`src/rtl/bus_arb_chain.sv`:
```
module bus_arb_chain #(
  parameter int NSLOT      = 4,
  parameter int TMR_W      = 16,
  parameter int CLAIM_WAIT = 64
) (
  input  logic                 clk,
  input  logic                 rst_n,
  input  logic                 rr_mode,
  input  logic                 fair_en,
  input  logic [TMR_W-1:0]     tmo_cycles,
  input  logic [NSLOT-1:0]     slot_req,
  input  logic [2*NSLOT-1:0]   slot_lvl,
  input  logic [3:0]           ext_br_n,
  input  logic [1:0]           ds_n,
  input  logic                 dtack_n,
  output logic [3:0]           br_n,
  output logic [3:0]           bg_out,
  output logic [3:0]           bg_tail,
  output logic                 bbsy_n,
  output logic [NSLOT-1:0]     slot_owner,
  output logic                 berr_n
);
  localparam int CW = (CLAIM_WAIT > 1) ? $clog2(CLAIM_WAIT) : 1;
  localparam logic [CW-1:0] CW_LAST = CW'(CLAIM_WAIT - 1);

  logic [NSLOT-1:0]      owner_q, hold_q, act, claim;
  logic [NSLOT:0][3:0]   chain;
  logic [3:0]            bg_q, br_lo;
  logic [1:0]            last_q, pick;
  logic [CW-1:0]         wcnt;
  logic [TMR_W-1:0]      tcnt;
  logic                  berr_q, any_br, ds_act;

  assign bbsy_n     = ~|owner_q;
  assign slot_owner = owner_q;
  assign bg_out     = bg_q;
  assign bg_tail    = chain[NSLOT];
  assign br_n       = ~br_lo & ext_br_n;
  assign any_br     = ~&br_n;
  assign berr_n     = ~berr_q;
  assign ds_act     = ~&ds_n;

  always_comb begin
    br_lo    = '0;
    chain[0] = bg_q;
    for (int s = 0; s < NSLOT; s++) begin
      act[s]   = slot_req[s] & ~owner_q[s] & ~hold_q[s];
      chain[s+1] = chain[s];
      claim[s] = act[s] & chain[s][slot_lvl[2*s +: 2]];
      if (act[s]) begin
        br_lo[slot_lvl[2*s +: 2]]      = 1'b1;
        chain[s+1][slot_lvl[2*s +: 2]] = 1'b0;
      end
    end
  end

  always_comb begin
    pick = '0;
    if (!rr_mode) begin
      for (int l = 0; l < 4; l++)
        if (!br_n[l]) pick = 2'(l);
    end else begin
      for (int k = 4; k >= 1; k--)
        if (!br_n[2'(last_q + 2'(k))]) pick = 2'(last_q + 2'(k));
    end
  end

  always_ff @(posedge clk or negedge rst_n) begin
    if (!rst_n) begin
      owner_q <= '0;
      hold_q  <= '0;
    end else begin
      for (int s = 0; s < NSLOT; s++) begin
        if (owner_q[s] && !slot_req[s]) begin
          owner_q[s] <= 1'b0;
          hold_q[s]  <= fair_en;
        end else if (claim[s] && bbsy_n) begin
          owner_q[s] <= 1'b1;
        end else if (hold_q[s] && br_n[slot_lvl[2*s +: 2]]) begin
          hold_q[s] <= 1'b0;
        end
      end
    end
  end

  always_ff @(posedge clk or negedge rst_n) begin
    if (!rst_n) begin
      bg_q   <= '0;
      last_q <= '0;
      wcnt   <= '0;
    end else if (bg_q == '0) begin
      if (bbsy_n && any_br) begin
        bg_q   <= 4'b0001 << pick;
        last_q <= pick;
        wcnt   <= '0;
      end
    end else if (!bbsy_n || wcnt == CW_LAST) begin
      bg_q <= '0;
    end else begin
      wcnt <= wcnt + 1'b1;
    end
  end

  always_ff @(posedge clk or negedge rst_n) begin
    if (!rst_n) begin
      tcnt   <= '0;
      berr_q <= 1'b0;
    end else if (!ds_act) begin
      tcnt   <= '0;
      berr_q <= 1'b0;
    end else if (!dtack_n) begin
      tcnt <= '0;
    end else begin
      if (tmo_cycles != '0 && tcnt == tmo_cycles - 1'b1) berr_q <= 1'b1;
      if (tcnt != '1) tcnt <= tcnt + 1'b1;
    end
  end
endmodule

```
`config.mk`:
```
export PLATFORM = sky130hd
export DESIGN_NAME = bus_arb_chain
export DESIGN_NICKNAME = d
export VERILOG_FILES = /design/src/rtl/bus_arb_chain.sv
export SDC_FILE = /design/constraint.sdc
export NUM_CORES = 1
export LEC_CHECK = 0
export BUFFER_PORTS_ARGS = -buffer_cell sky130_fd_sc_hd__buf_2
export CAP_MARGIN = 40
export CORE_AREA = 10 10 121 123
export CTS_CLUSTER_SIZE = 12
export DETAILED_ROUTE_END_ITERATION = 10
export DIE_AREA = 0 0 131 133
export SLEW_MARGIN = 20
export SYNTH_ARGS = -nofsm -noshare
export SYNTH_HDL_FRONTEND = slang
export SYNTH_SLANG_ARGS = --single-unit
```
`constraint.sdc`:
```
create_clock -name clk -period 3.44 [get_ports clk]
set_input_delay 0.688 -clock clk [delete_from_list [all_inputs] [get_ports clk]]
set_output_delay 0.688 -clock clk [all_outputs]
set_load 0.02 [all_outputs]
```
==> flow_summary_export.csv <==
group,metric,value,unit
power,combPwrFrac,44.3,%
detailed_routing,post-route-drc-count,0,
clock_tree,insertion_delay,0.28,ns
placement,dp_hpwl,6.88,mm
clock_tree,postCtsSetupBuffers,0,
synthesis,synthTopCellsByArea,"dfrtp_1 (31%), xnor2_1 (4.9%), xor2_1 (4.1%)",
clock_tree,htreeDepth,2,
floorplan,core_area,12400,um2
cells_and_area,nets,434,
detailed_routing,viasPerCell,5.04,
floorplan,start_util,24.4,%
critical_path,r2r-end,"bg_out[3]",
flow_run,drv_cap,0,
critical_path,r2r_cells,7,
clock_tree,cts_resized,0,
power,seqPwrFrac,32.3,%
power,netSwitchingPower,0.847,mW
synthesis,synth_cell_types,70,
clock_tree,tritoncts,"built",
timing,setup_tns,0,ns
timing,fin_crit_sh,80.2,%
cells_and_area,antenna_cells,0,
grt,grt_pass1_wl,14.0,mm
clock_tree,clock-root-buffer,"clkbuf_16",
synthesis,netlist_area,3010,um2
floorplan,die-area,17400,um2
detailed_routing,ant_nets,0,
placement,port_buffers,56,
critical_path,r2r-start,"slot_owner[0]",
cells_and_area,final_cell_area,3650,um2
detailed_routing,vias,2843,
status,status,"finished, final reports clean",
synthesis,synth_area_per_cell,9.00,um2
clock_tree,cts_buffer_depth,2,
detailed_routing,firstDrtPassIters,5,
synthesis,synth_edf_count,0,
detailed_routing,wirelength,8.67,mm
cells_and_area,utilization,29.5,%
timing,fin_skew,0.00532,ns
synthesis,ys_seq_elements,37,
grt,grt_overflow_total,0,
timing,grt_setup_unrepaired,"no",
critical_path,crit_arrival,2.07,ns
placement,placed_area,3500,um2
timing,slew_headroom,56.4,%
clock_tree,ctsHoldBuffers,0,
detailed_routing,wl_met2,3.76,mm
detailed_routing,top_layer,"met4",
synthesis,synth_ff_type,"dfrtp_1",
clock_tree,cts_buffers,5,
power,ir_worst_vdd,262,uV
grt,grt_pass1_vias,2721,
synthesis,synth_nets,378,
critical_path,critPathMaxFanout,9,
power,powerDensity,547,nW/um2
cells_and_area,layoutNonFillerInstCount,564,
synthesis,yosys.area.top_type,"dfrtp_1",
power,p_clk_share,23.4,%
timing,hold_ws,0.312,ns
synthesis,ys_warn_count,0,
floorplan,rows,41,
timing,hold_viol,0,
synthesis,ys_seq_area_share,30.7,%
placement,dp_worst_setup_slack,0.671,ns
synthesis,synth-async-reset-ratio,100,%
detailed_routing,routedWlPerCell,15.4,um
grt,grt_max_degree,25,
synthesis,synth_top_area_share,30.7,%
timing,min_period,2.76,ns
power,p_leak,1.52,nW
timing,clock.fmax,363,MHz
cells_and_area,syn_to_final_growth,21.1,%
placement,gp_congestion,0.875,
clock_tree,clock_sinks,37,
grt,gr-usage-all-layers,9.91,%
timing,tightestPinTransition,0.651,ns
floorplan,dieWidth,131,um
synthesis,synthCells,335,
floorplan,die_h,133,um
timing,setup_viol,0,
detailed_routing,wirelength_met1,4.00,mm
cells_and_area,layout_commonest_cell,"buf_2",
detailed_routing,dr_wl_met3,787,um
timing,drv_slew,0,
critical_path,critical_path_class,"in -> out",
critical_path,r2r_slack,1.13,ns
clock_tree,clk_pin_slew,0.06,ns
cells_and_area,drive_above_1_share,23.0,%
cells_and_area,mostFrequentLayoutCells,"buf_2 (56), dfrtp_1 (37), nor2_1 (26), nand2_1 (20)",
placement,dpl.cell_count,556,
critical_path,worstPathRequired,2.75,ns
critical_path,startpoint_type,"primary input",
grt,grt_antenna_before_repair,0,
timing,setup_ws,0.681,ns
detailed_routing,drtIter0Drc,145,
power,p_sw_share,42.4,%
floorplan,pin_count,57,
power,intPower,1.15,mW
worst_hold_path,worstHoldPathType,"in -> async",
critical_path,end_kind,"output pin",
power,total_power,2.00,mW
-- Yosys cell counts (7+ instances only) --
cell / n
nor2_1: 26
a31oi_1: 7
xor2_1: 14
nand3_1: 19
inv_1: 19
nor3_1: 16
xnor2_1: 17
clkbuf_1: 7
o21ai_1: 9
and3_1: 8
nand2_1: 20
o21ai_0: 19
dfrtp_1: 37
-- layer usage --
layer	vias up	global-route usage, %
met3	11	3.12
met1	1352	13.5
li1	1383	-
met4	0	3.15
met2	97	14.4
met5	-	0
-- power groups by stage --
stage / clock, mW / sequential [mW] / combinational, mW
finish: 0.468 / 0.645 / 0.885
global route: 0.502 / 0.661 / 0.998
CTS: 0.483 / 0.645 / 0.897
detailed placement: 0 / 0.651 / 0.891
global placement: 0 / 0.648 / 0.881
floorplan: 0 / 0.653 / 0.591
-- sequential cells by signal, summed over array words and instances (netlist names) --
name        cells
wcnt            6
slot_owner      4
bg_out          4
berr_q          1
hold_q          4
tcnt           16
last_q          2
-- area by class of cell --
type                    instances  area [um2]
flip-flops and latches         37         926
repair buffers                 58         308
clock buffers                   6         139
well taps                     172         215
inverters                      21        81.3
fillers                      1325        8710
multi-input cells             268        1970
clock inverters                 2        13.8
-- worst max-delay path by stage --
stage / start / to / slack, ns / cells after the start
6_report: slot_lvl[1] / br_n[3] / 0.68 / 6
2_1_floorplan: slot_lvl[1] / bg_tail[1] / 1.02 / 3
3_3_place_gp: tmo_cycles[0] / berr_q / 0.68 / 7
3_5_place_dp: tmo_cycles[0] / berr_q / 0.67 / 7
4_1_cts: slot_lvl[4] / br_n[0] / 0.71 / 5
5_1_grt: slot_lvl[4] / br_n[3] / 0.56 / 6
-- worst max-delay path, cell delays in order --
cell,delay [ns]
buf_2,0.12
nand4bb_1,0.23
o2bb2a_2,0.40
nand3_1,0.15
clkinv_1,0.24
buf_2,0.24
-- logic make-up (layout without fill, tap and decap cells) --
logic type / after synthesis / in the layout / synth area share [%]
compound gates: 87 / 87 / 21.7
xor+xnor: 32 / 32 / 9.76
fa+ha+maj: 4 / 4 / 1.66
flops: 37 / 37 / 30.7
simple gates: 135 / 135 / 26.2
mux: 10 / 10 / 5.98
buf+inv: 30 / 87 / 3.99
Note: power is estimated with default switching activity, not from simulation.
